<file path="src/rtl/flash_erase_pkg.sv">
package flash_erase_pkg;
  localparam int NSLOT   = 9;
  localparam int PAGE_W  = 7;
  localparam logic [7:0] OP_SECTOR = 8'h7C;
  localparam logic [7:0] OP_STATUS = 8'hD7;

  // Chip-erase opcode sequence, in the order it must arrive.
  function automatic logic [7:0] chip_seq_byte(input logic [1:0] idx);
    logic [7:0] b;
    case (idx)
      2'd0: b = 8'hC7;
      2'd1: b = 8'h94;
      2'd2: b = 8'h80;
      default: b = 8'h9A;
    endcase
    return b;
  endfunction

  // page = address bits 17..11. Sector number in 17..15, sub-sector in 14..11.
  function automatic logic [NSLOT-1:0] slot_of_page(input logic [PAGE_W-1:0] page);
    logic [NSLOT-1:0] t;
    logic [2:0] sec;
    t   = '0;
    sec = page[6:4];
    if (sec == 3'd0) begin
      if (page[3:0] == 4'd0) t[0] = 1'b1;
      else                   t[1] = 1'b1;
    end else begin
      t[4'(sec) + 4'd1] = 1'b1;
    end
    return t;
  endfunction

  function automatic logic [NSLOT-1:0] spared_slots(input logic [NSLOT-1:0] lock,
                                                    input logic [NSLOT-1:0] prot,
                                                    input logic wp);
    return lock | (wp ? prot : '0);
  endfunction
endpackage

</file>
<file path="src/rtl/fer_spi_rx.sv">
module fer_spi_rx (
  input  logic       clk,
  input  logic       rst_n,
  input  logic       cs_n,
  input  logic       sck,
  input  logic       mosi,
  output logic       sck_rise,
  output logic       byte_vld,
  output logic [7:0] byte_data,
  output logic [2:0] byte_num
);
  logic       sck_q;
  logic [6:0] shreg;
  logic [2:0] bitc;
  logic [2:0] bytec;

  assign sck_rise = sck && !sck_q && !cs_n;

  always_ff @(posedge clk or negedge rst_n) begin
    if (!rst_n) begin
      sck_q     <= 1'b0;
      shreg     <= '0;
      bitc      <= '0;
      bytec     <= '0;
      byte_vld  <= 1'b0;
      byte_data <= '0;
      byte_num  <= '0;
    end else begin
      sck_q    <= sck;
      byte_vld <= 1'b0;
      if (cs_n) begin
        bitc  <= '0;
        bytec <= '0;
      end else if (sck_rise) begin
        shreg <= {shreg[5:0], mosi};
        bitc  <= bitc + 3'd1;
        if (bitc == 3'd7) begin
          byte_vld  <= 1'b1;
          byte_data <= {shreg, mosi};
          byte_num  <= bytec;
          if (bytec != 3'd7) bytec <= bytec + 3'd1;
        end
      end
    end
  end

  // a byte completes only on a sampled serial clock edge
  a_r12_byte_on_edge: assert property (@(posedge clk) disable iff (!rst_n)
    byte_vld |-> $past(sck_rise));
endmodule

</file>
<file path="src/rtl/fer_cmd_decode.sv">
module fer_cmd_decode
  import flash_erase_pkg::*;
(
  input  logic             clk,
  input  logic             rst_n,
  input  logic             cs_n,
  input  logic             cs_rise,
  input  logic             byte_vld,
  input  logic [7:0]       byte_data,
  input  logic [2:0]       byte_num,
  input  logic             busy,
  output logic             start,
  output logic             start_chip,
  output logic [NSLOT-1:0] start_map,
  output logic             stat_sel
);
  logic [7:0]        op;
  logic              seq_ok;
  logic [PAGE_W-1:0] page;
  logic [2:0]        nrx;
  logic              ign;
  logic              sect_full;
  logic              chip_full;

  assign sect_full  = (op == OP_SECTOR) && (nrx >= 3'd4);
  assign chip_full  = seq_ok && (nrx >= 3'd4);
  assign start_chip = chip_full;
  assign start_map  = chip_full ? '1 : slot_of_page(page);
  assign start      = cs_rise && !ign && !busy && (sect_full || chip_full);

  always_ff @(posedge clk or negedge rst_n) begin
    if (!rst_n) begin
      op       <= '0;
      seq_ok   <= 1'b0;
      page     <= '0;
      nrx      <= '0;
      ign      <= 1'b0;
      stat_sel <= 1'b0;
    end else if (cs_n) begin
      op       <= '0;
      seq_ok   <= 1'b0;
      page     <= '0;
      nrx      <= '0;
      ign      <= 1'b0;
      stat_sel <= 1'b0;
    end else if (byte_vld) begin
      nrx <= (byte_num == 3'd7) ? 3'd7 : byte_num + 3'd1;
      if (busy) ign <= 1'b1;
      case (byte_num)
        3'd0: begin
          op       <= byte_data;
          seq_ok   <= (byte_data == chip_seq_byte(2'd0));
          stat_sel <= (byte_data == OP_STATUS);
        end
        3'd1, 3'd2, 3'd3: begin
          if (byte_data != chip_seq_byte(byte_num[1:0])) seq_ok <= 1'b0;
          if (byte_num == 3'd1) page <= {byte_data[1:0], page[4:0]};
          if (byte_num == 3'd2) page <= {page[6:5], byte_data[7:3]};
        end
        default: ;
      endcase
    end
  end

  // a sector erase always names a single slot
  a_r1_single_slot: assert property (@(posedge clk) disable iff (!rst_n)
    (start && !start_chip) |-> ($countones(start_map) == 1));
endmodule

</file>
<file path="src/rtl/fer_erase_engine.sv">
module fer_erase_engine
  import flash_erase_pkg::*;
#(
  parameter int ERASE_CYCLES = 64
) (
  input  logic             clk,
  input  logic             rst_n,
  input  logic             start,
  input  logic [NSLOT-1:0] start_map,
  input  logic [NSLOT-1:0] lock_mask,
  input  logic [NSLOT-1:0] prot_mask,
  input  logic             wp_pin,
  output logic             busy,
  output logic             erase_done,
  output logic [NSLOT-1:0] erase_map,
  output logic             wp_active
);
  localparam int CNT_W = $clog2(ERASE_CYCLES + 1);
  localparam logic [CNT_W-1:0] CNT_LOAD = CNT_W'(ERASE_CYCLES - 1);

  logic [CNT_W-1:0] cnt;

  always_ff @(posedge clk or negedge rst_n) begin
    if (!rst_n) begin
      busy       <= 1'b0;
      erase_done <= 1'b0;
      erase_map  <= '0;
      wp_active  <= 1'b0;
      cnt        <= '0;
    end else begin
      erase_done <= 1'b0;
      if (!busy) wp_active <= wp_pin;
      if (start) begin
        busy      <= 1'b1;
        cnt       <= CNT_LOAD;
        erase_map <= start_map & ~spared_slots(lock_mask, prot_mask, wp_active);
      end else if (busy) begin
        if (cnt == '0) begin
          busy       <= 1'b0;
          erase_done <= 1'b1;
        end else begin
          cnt <= cnt - 1'b1;
        end
      end
    end
  end

  // a freshly loaded map never touches a locked slot
  a_r7_locked_spared: assert property (@(posedge clk) disable iff (!rst_n)
    start |=> ((erase_map & $past(lock_mask)) == '0));
  // write-protect state frozen during an erase
  a_r8_wp_frozen: assert property (@(posedge clk) disable iff (!rst_n)
    (busy && $past(busy)) |-> $stable(wp_active));
  // no new start arrives while busy
  a_r9_no_restart: assert property (@(posedge clk) disable iff (!rst_n)
    busy |-> !start);
  // the done pulse comes with busy already cleared
  a_r6_done_idle: assert property (@(posedge clk) disable iff (!rst_n)
    erase_done |-> (!busy && $past(busy)));
endmodule

</file>
<file path="src/rtl/serial_erase_ctrl.sv">
module serial_erase_ctrl
  import flash_erase_pkg::*;
#(
  parameter int ERASE_CYCLES = 64
) (
  input  logic             clk,
  input  logic             rst_n,
  input  logic             spi_cs_n,
  input  logic             spi_sck,
  input  logic             spi_mosi,
  output logic             spi_miso,
  input  logic             wp_pin,
  input  logic [NSLOT-1:0] prot_mask,
  input  logic [NSLOT-1:0] lock_mask,
  output logic             busy,
  output logic             erase_done,
  output logic [NSLOT-1:0] erase_map,
  output logic             wp_active
);
  logic             cs_q;
  logic             cs_rise;
  logic             sck_rise;
  logic             byte_vld;
  logic [7:0]       byte_data;
  logic [2:0]       byte_num;
  logic             start;
  logic             start_chip;
  logic [NSLOT-1:0] start_map;
  logic             stat_sel;
  logic [2:0]       stat_ptr;
  logic [7:0]       status_byte;

  assign cs_rise     = spi_cs_n && !cs_q;
  assign status_byte = {!busy, 7'b0};

  fer_spi_rx u_rx (
    .clk(clk), .rst_n(rst_n), .cs_n(spi_cs_n), .sck(spi_sck), .mosi(spi_mosi),
    .sck_rise(sck_rise), .byte_vld(byte_vld), .byte_data(byte_data), .byte_num(byte_num)
  );

  fer_cmd_decode u_dec (
    .clk(clk), .rst_n(rst_n), .cs_n(spi_cs_n), .cs_rise(cs_rise),
    .byte_vld(byte_vld), .byte_data(byte_data), .byte_num(byte_num), .busy(busy),
    .start(start), .start_chip(start_chip), .start_map(start_map), .stat_sel(stat_sel)
  );

  fer_erase_engine #(.ERASE_CYCLES(ERASE_CYCLES)) u_eng (
    .clk(clk), .rst_n(rst_n), .start(start), .start_map(start_map),
    .lock_mask(lock_mask), .prot_mask(prot_mask), .wp_pin(wp_pin),
    .busy(busy), .erase_done(erase_done), .erase_map(erase_map), .wp_active(wp_active)
  );

  always_ff @(posedge clk or negedge rst_n) begin
    if (!rst_n) begin
      cs_q     <= 1'b1;
      stat_ptr <= 3'd7;
      spi_miso <= 1'b0;
    end else begin
      cs_q <= spi_cs_n;
      if (spi_cs_n) begin
        stat_ptr <= 3'd7;
        spi_miso <= 1'b0;
      end else begin
        if (stat_sel && sck_rise) stat_ptr <= stat_ptr - 3'd1;
        spi_miso <= stat_sel && status_byte[stat_ptr];
      end
    end
  end

  // an erase begins only right after chip select rises
  a_r5_start_on_csrise: assert property (@(posedge clk) disable iff (!rst_n)
    $rose(busy) |-> $past(cs_rise));
  // data line quiet while deselected
  a_r10_miso_quiet: assert property (@(posedge clk) disable iff (!rst_n)
    (spi_cs_n && $past(spi_cs_n)) |-> !spi_miso);
endmodule

</file>
<file path="config.mk">
export PLATFORM = sky130hd
export DESIGN_NAME = serial_erase_ctrl
export DESIGN_NICKNAME = d
export VERILOG_FILES = /design/src/rtl/flash_erase_pkg.sv /design/src/rtl/fer_spi_rx.sv /design/src/rtl/fer_cmd_decode.sv /design/src/rtl/fer_erase_engine.sv /design/src/rtl/serial_erase_ctrl.sv
export SDC_FILE = /design/constraint.sdc
export NUM_CORES = 1
export LEC_CHECK = 0
export ABC_AREA = 0
export BUFFER_PORTS_ARGS = -buffer_cell sky130_fd_sc_hd__buf_4
export CELL_PAD_IN_SITES_DETAIL_PLACEMENT = 2
export CELL_PAD_IN_SITES_GLOBAL_PLACEMENT = 2
export CORE_AREA = 3 3 94 96
export CTS_CLUSTER_DIAMETER = 40
export DETAILED_ROUTE_END_ITERATION = 7
export DIE_AREA = 0 0 97 99
export PLACE_DENSITY = 0.81
export RECOVER_POWER = 25
export SYNTH_ARGS = -nofsm -noshare
export SYNTH_HDL_FRONTEND = slang
export SYNTH_HIERARCHICAL = 1
export SYNTH_SLANG_ARGS = --single-unit
export TNS_END_PERCENT = 30
</file>
<file path="constraint.sdc">
create_clock -name clk -period 2.85 [get_ports clk]
set_input_delay 0.285 -clock clk [delete_from_list [all_inputs] [get_ports clk]]
set_output_delay 0.285 -clock clk [all_outputs]
set_load 0.03 [all_outputs]
</file>
==> metrics.yaml, run 1 <==
status:
  run_status: "finished, violations left"
  violations: "capacitance limit, slew limit"
routing:
  dr.pass1.iters: 4
  via_per_inst: 5.59
  drt_wl_total_um: 8300
  met2WireLength_um: 4270
  ant_nets: 0
  wl_met1_um: 3590
  highest_layer: "met4"
  drt_iter0_markers: 93
  met3WireLength_um: 282
  vias: 2421
  wire_per_inst_um: 19.2
  drc: 0
clock_tree:
  cts_sinks: 69
  cts_buffer_depth: 2
  cts-htree-levels: 3
  numCtsBuffers: 9
  postCtsSetupBuffers: 0
  clk_latency_ps: 350
  cts_tree: "done"
  ctsResizeCount: 0
  clk_pin_slew_ps: 80
  clock-root-buffer: "clkbuf_8"
  cts.hold.buffers_added: 0
yosys:
  synth_ff_type: "dfrtp_1"
  netlist_instances: 284
  synth_edf_count: 0
  ys_seq_elements: 69
  synth_nets: 320
  yosys.area.top_type: "dfrtp_1"
  ys_warn_count: 6
  synth_area_sq_mm: 0.00336
  synth_top_area_share_pct: 48.4
  synth_cell_types: 58
  ys_async_sr_fraction_pct: 100
  synth-seq-area-share_pct: 51.5
  synth.avg_cell_area_sq_um: 11.8
  synthTopCellsByArea: "dfrtp_1 (48%), mux2i_1 (6.0%), ha_1 (4.5%)"
placement:
  io_buffers: 36
  place_congestion: 0.822
  dp_hpwl_um: 5530
layout:
  diodes: 0
  synthToLayoutAreaGrowth_pct: 16.7
  final_core_util_pct: 48.3
  fill_cells: 832
  multi_input_area_sq_mm: 0.00151
  drive_gt1_share_pct: 26.2
  nets: 359
  seqCellArea_sq_mm: 0.00173
min_path:
  worstHoldStart: "spi_sck"
  hp-class: "in2reg"
critical_path:
  criticalPathCategory: "reg2reg"
  startpoint: "u_dec/op[7]"
  crit_required_ps: 3150
  cp.arrival_ps: 2620
  crit_path_end_kind: "flip-flop"
  worstPathMaxFanout: 19
  r2r-start: "u_dec/op[7]"
  critPathLaunchType: "flip-flop"
sta:
  fin_skew_ps: 10.1
  slew_headroom_pct: -16.0
  worstMarginPinSlew_ps: 1740
  hold_violations: 0
  maxSlewViolCount: 70
  finalSetupTns_ps: 0
  final-setup-viol-count: 0
  period_needed_ps: 2320
  fmax_mhz: 430
  rsz0062_at_grt: "no"
  final.period_utilization_pct: 81.5
power:
  swShare_pct: 22.7
  pwr-share-comb_pct: 5.4
  p_int_mw: 1.63
  p_per_area_mw_per_mm2: 536
  switching_power_uw: 477
  clkPwrFrac_pct: 44.2
  ir_drop_uv: 335
  p_leak_nw: 1.91
  pwr-share-seq_pct: 50.4
die:
  die_area_sq_mm: 0.00960
  start_util_pct: 41.3
  die_x_um: 97
  core_sq_mm: 0.00813
  pin_count: 37
  dieHeight_um: 99
  rows: 33
grt:
  grt-ovfl-total: 0
  antenna_found_initial: 0
  grt_util_all_layers_pct: 18.9
  grt_pass1_vias: 2776
  grt_pass1_wl_um: 14600
  grt_max_degree: 70
run:
  max-cap-violations: 1
==> flip-flops by register name (all words and copies together), names as in the netlist, 3 cells and up <==
signal and flops:
u_eng/cnt 7, u_dec/op 8, u_rx/bitc 3, stat_ptr 3, u_rx/byte_data 8, u_dec/page 7, u_rx/bytec 3, u_rx/shreg 7
u_eng/erase_map 9, u_rx/byte_num 3
==> critical path: stages (launching register included) <==
cell	delay (ps)
dfrtp_1	390
nand4b_1	170
nor4_1	350
o21a_1	170
buf_4	180
clkinv_1	420
a211oi_1	410
a22o_1	180
==> cell usage in the layout, fill, tap and decap left out, drive strengths merged, types with 8 or more instances in the layout <==
| cell | count |
|---|---|
| inv | 9 |
| nand2 | 14 |
| mux2i | 20 |
| clkbuf | 14 |
| dfrtp | 65 |
| a211oi | 11 |
| ha | 12 |
| a22o | 10 |
| o21ai | 8 |
| mux2 | 19 |
| buf | 36 |
| nor2 | 30 |
==> layout make-up <==
class                           count  share of cell area (%)
Sequential cell                    69                    44.1
Multi-Input combinational cell    194                    38.4
Timing Repair Buffer               39                    7.20
Clock buffer                       11                    3.86
Tap cell                          105                    3.35
Clock inverter                      5                    2.10
Inverter                           10                   0.956
==> stage by stage <==
stage	cells	power, mW	hold slack (ps)	setup slack (ps)	area (sq um)
finish	433	2.11	88.7	526	3930
floorplan	284	1.13	-10.6	1110	3360
global route	433	2.21	82.9	303	3930
CTS	433	2.14	42.7	515	3940
detailed placement	417	1.20	422	603	3700
global placement	417	1.19	422	825	3700
==> kinds of logic after synthesis <==
kind of cell | synth area share [%]
simple gates | 14.3
flops | 51.5
compound gates | 11.5
mux | 13.3
buf+inv | 3.65
fa+ha+maj | 4.47
xor+xnor | 1.30
==> path summary, 6_finish.rpt <==
kind | endpoint | slack [ps] | depth (start not counted)
setup / recovery | u_eng/erase_map[5] | 530 | 7
hold / removal | u_rx/sck_q | 90 | 1
setup reg to reg | u_eng/erase_map[5] | 530 | 7
hold reg to reg | u_eng/erase_map[3] | 520 | 1
max in group asynchronous | u_rx/shreg[4] | 1430 | 1
min in group asynchronous | u_eng/cnt[5] | 380 | 1
==> metal layers <==
layer	GRT usage (%)	vias to the layer above
met4	7.67	0
met1	23.8	1254
met2	31.8	43
met5	0	-
li1	-	1111
met3	3.89	13
==> Yosys cell counts, types with 7 or more instances <==
| master | n |
|---|---|
| a211oi_1 | 11 |
| a21oi_1 | 7 |
| a22o_1 | 10 |
| dfrtp_1 | 65 |
| ha_1 | 12 |
| inv_1 | 9 |
| mux2_2 | 10 |
| mux2_4 | 9 |
| mux2i_1 | 20 |
| nand2_1 | 12 |
| nor2_1 | 30 |
| o21ai_0 | 8 |
==> power by group through the flow <==
stage          Combinational (mW)  Clock, mW  Sequential, mW
2_1_floorplan              0.0596          0            1.07
3_3_place_gp                0.115          0            1.08
3_5_place_dp                0.119          0            1.08
4_1_cts                     0.120      0.960            1.06
5_1_grt                     0.130       1.01            1.07
6_report                    0.114      0.930            1.06
No activity file was read; power rests on OpenSTA's default activity.
==> run 2, diff against run 1 <==
--- a/config.mk
+++ b/config.mk
@@ -9,11 +9,11 @@
 export BUFFER_PORTS_ARGS = -buffer_cell sky130_fd_sc_hd__buf_4
 export CELL_PAD_IN_SITES_DETAIL_PLACEMENT = 2
 export CELL_PAD_IN_SITES_GLOBAL_PLACEMENT = 2
-export CORE_AREA = 3 3 94 96
+export CORE_AREA = 3 3 97 99
 export CTS_CLUSTER_DIAMETER = 40
 export DETAILED_ROUTE_END_ITERATION = 7
-export DIE_AREA = 0 0 97 99
-export PLACE_DENSITY = 0.81
+export DIE_AREA = 0 0 100 102
+export PLACE_DENSITY = 0.77
 export RECOVER_POWER = 25
 export SYNTH_ARGS = -nofsm -noshare
 export SYNTH_HDL_FRONTEND = slang
==> constraint.sdc (replaced) <==
create_clock -name clk -period 2.45 [get_ports clk]
set_input_delay 0.245 -clock clk [delete_from_list [all_inputs] [get_ports clk]]
set_output_delay 0.245 -clock clk [all_outputs]
set_load 0.03 [all_outputs]
==> run 2 against run 1 <==
  * The run still ends with capacitance limit, slew limit left
  * Flip-flop and latch count stayed put
  * Design area grew 0.48%
  * Clock-buffer cell count is 1 lower
  * Cell count up 1.4%
  * Via count shrank 1.4%
  * Total power grew 15%
  * Sequential power rose by 17%
  * Clock skew is 3.2 ps higher
  * Clock power is 13% higher
  * Global-route usage is 1.2 points lower
  * Combinational power is 18% higher
  * Critical endpoint unchanged
  * Largest power group unchanged
==> metrics.yaml, run 2 (same netlist as run 1, synthesis figures left out) <==
status:
  run_status: "finished, violations left"
  violations: "capacitance limit, slew limit"
critical_path:
  critical_path_buf_inv_count: 1
  crit_path_end_kind: "flip-flop"
  slowest_stage: "clkinv_1"
  rrSetupSlack_ps: 320
  path_delay_family: "compound AO/OA/AOI/OAI gates"
  criticalPathCategory: "reg2reg"
  reg2reg_to: "u_eng/erase_map[5]"
  crit_required_ps: 2730
  r2r_cells: 6
  cp.arrival_ps: 2410
  r2r-start: "u_dec/op[7]"
  critPathLaunchType: "flip-flop"
  worstPathMaxFanout: 19
  slowest_delay_ps: 410
  crit_chain: "nand4b_1, nor4_1, o21a_1, clkinv_1, a211oi_1, a22o_1"
sta:
  hold_violations: 0
  fmax_mhz: 470
  maxSlewViolCount: 70
  final.period_utilization_pct: 86.9
  fin_skew_ps: 13.3
  finalSetupTns_ps: 0
  worstMarginPinSlew_ps: 1770
  final-setup-viol-count: 0
  rsz0062_at_grt: "no"
  slew_headroom_pct: -17.8
  period_needed_ps: 2130
die:
  die_area_sq_mm: 0.0102
  core_sq_mm: 0.00864
  start_util_pct: 38.9
  pin_count: 37
  die_x_um: 100
  dieHeight_um: 102
  rows: 34
grt:
  antenna_found_initial: 0
  grt_pass1_wl_um: 14100
  grt_use_met3_pct: 4.10
  grt-ovfl-total: 0
  grt_pass1_vias: 2683
  grt_util_all_layers_pct: 17.7
  use_met2_pct: 29.9
  grt_max_degree: 70
  grtUsageMet1_pct: 22.4
  grt-busiest-layer: "met2"
power:
  p_per_area_mw_per_mm2: 615
  ir_drop_uv: 347
  p_leak_nw: 1.93
routing:
  dr.pass1.iters: 4
  wire_per_inst_um: 18.5
  ant_nets: 0
  via_per_inst: 5.44
  drt_wl_total_um: 8130
  drt_iter0_markers: 69
  vias: 2386
  drc: 0
layout:
  largest_reg_flops: 9
  final_cell_area_sq_mm: 0.00394
  multi_input_area_sq_mm: 0.00151
  layout_commonest_cell: "dfrtp_1"
  diodes: 0
  drive_gt1_share_pct: 26.6
  final_cell_mix: "dfrtp_1 (65), buf_4 (38), nor2_1 (30)"
  top_regs: "u_eng/erase_map (9), u_dec/op (8), u_rx/byte_data (8)"
  seqCellArea_sq_mm: 0.00173
  fill_cells: 875
  regMostFlops: "u_eng/erase_map"
  synthToLayoutAreaGrowth_pct: 17.3
  nets: 362
placement:
  placed_area_sq_mm: 0.00372
  io_buffers: 36
  dp_hpwl_um: 5590
  place_congestion: 0.782
clock_tree:
  cts-htree-levels: 3
  ctsResizeCount: 0
  clk_latency_ps: 350
  cts_buffer_depth: 2
  clk_pin_slew_ps: 80
  cts_tree: "done"
  cts_sinks: 69
  numCtsBuffers: 9
  clock-root-buffer: "clkbuf_8"
min_path:
  min_to: "u_eng/wp_active"
  hp-class: "in2reg"
  hold_depth: 2
  worstHoldStart: "wp_pin"
run:
  max-cap-violations: 1
-- run 2: changes by cell type in the layout (fill, tap and decap cells not counted), sizes merged --
cell         before  now
clkbuf           14   13
buf              36   38
clkinv            1    4
dlygate4sd3       0    1
clkinvlp          3    1
-- run 2: area by class of cell --
cell class                 instances  area share [%]
clock buffer                      10            3.49
clock inverter                     6            2.19
inverter                          10           0.952
multi-input combinational        194            38.2
sequential                        69            43.9
tap                              108            3.43
timing repair buffer              42            7.80
-- run 2: what timing repair did --
action                                 4_1_cts  5_1_grt
hold buffers                                 1        0
buffers inserted                             0        0
endpoints found under the hold margin        1        0
-- run 2: how the worst max path moves through the flow --
stage,endpoint,depth (start not counted),startpoint
after floorplan,u_eng/erase_map[0],5,u_eng/busy
after global placement,u_eng/erase_map[3],6,u_dec/op[7]
after detailed placement,u_eng/erase_map[5],6,u_dec/op[7]
after CTS,u_eng/erase_map[5],6,u_dec/op[7]
after global routing,u_eng/erase_map[5],6,u_dec/op[7]
final,u_eng/erase_map[5],6,u_dec/op[7]
-- run 2: worst reg2reg max path: stages (launching register included) --
cell and delay [ps]:
dfrtp_1 380, nand4b_1 170, nor4_1 350, o21a_1 200, clkinv_1 410, a211oi_1 380
a22o_1 180
-- run 2: stage by stage --
| step | util [%] | worst slack (ps) | hold WS, ps | cells | power, mW |
|---|---|---|---|---|---|
| detailed placement | 43.1 | 364 | 382 | 422 | 1.40 |
| global placement | 43.1 | 583 | 379 | 422 | 1.39 |
| finish | 45.7 | 322 | 135 | 439 | 2.43 |
| global route | 45.7 | 119 | 117 | 439 | 2.55 |
| floorplan | - | 711 | -50.6 | 284 | 1.31 |
| CTS | 45.8 | 340 | 42.0 | 439 | 2.48 |
-- run 2: per-layer routing --
| metal | vias to the layer above | part of all wire (%) |
|---|---|---|
| met5 | - | 0 |
| met4 | 0 | 1.2 |
| met3 | 9 | 3.8 |
| met2 | 46 | 51 |
| met1 | 1222 | 44 |
| li1 | 1109 | - |
-- run 2: power by group --
group | switching, mW | internal, mW
combinational | 0.0615 | 0.0729
sequential | 0.0460 | 1.19
clock | 0.453 | 0.599
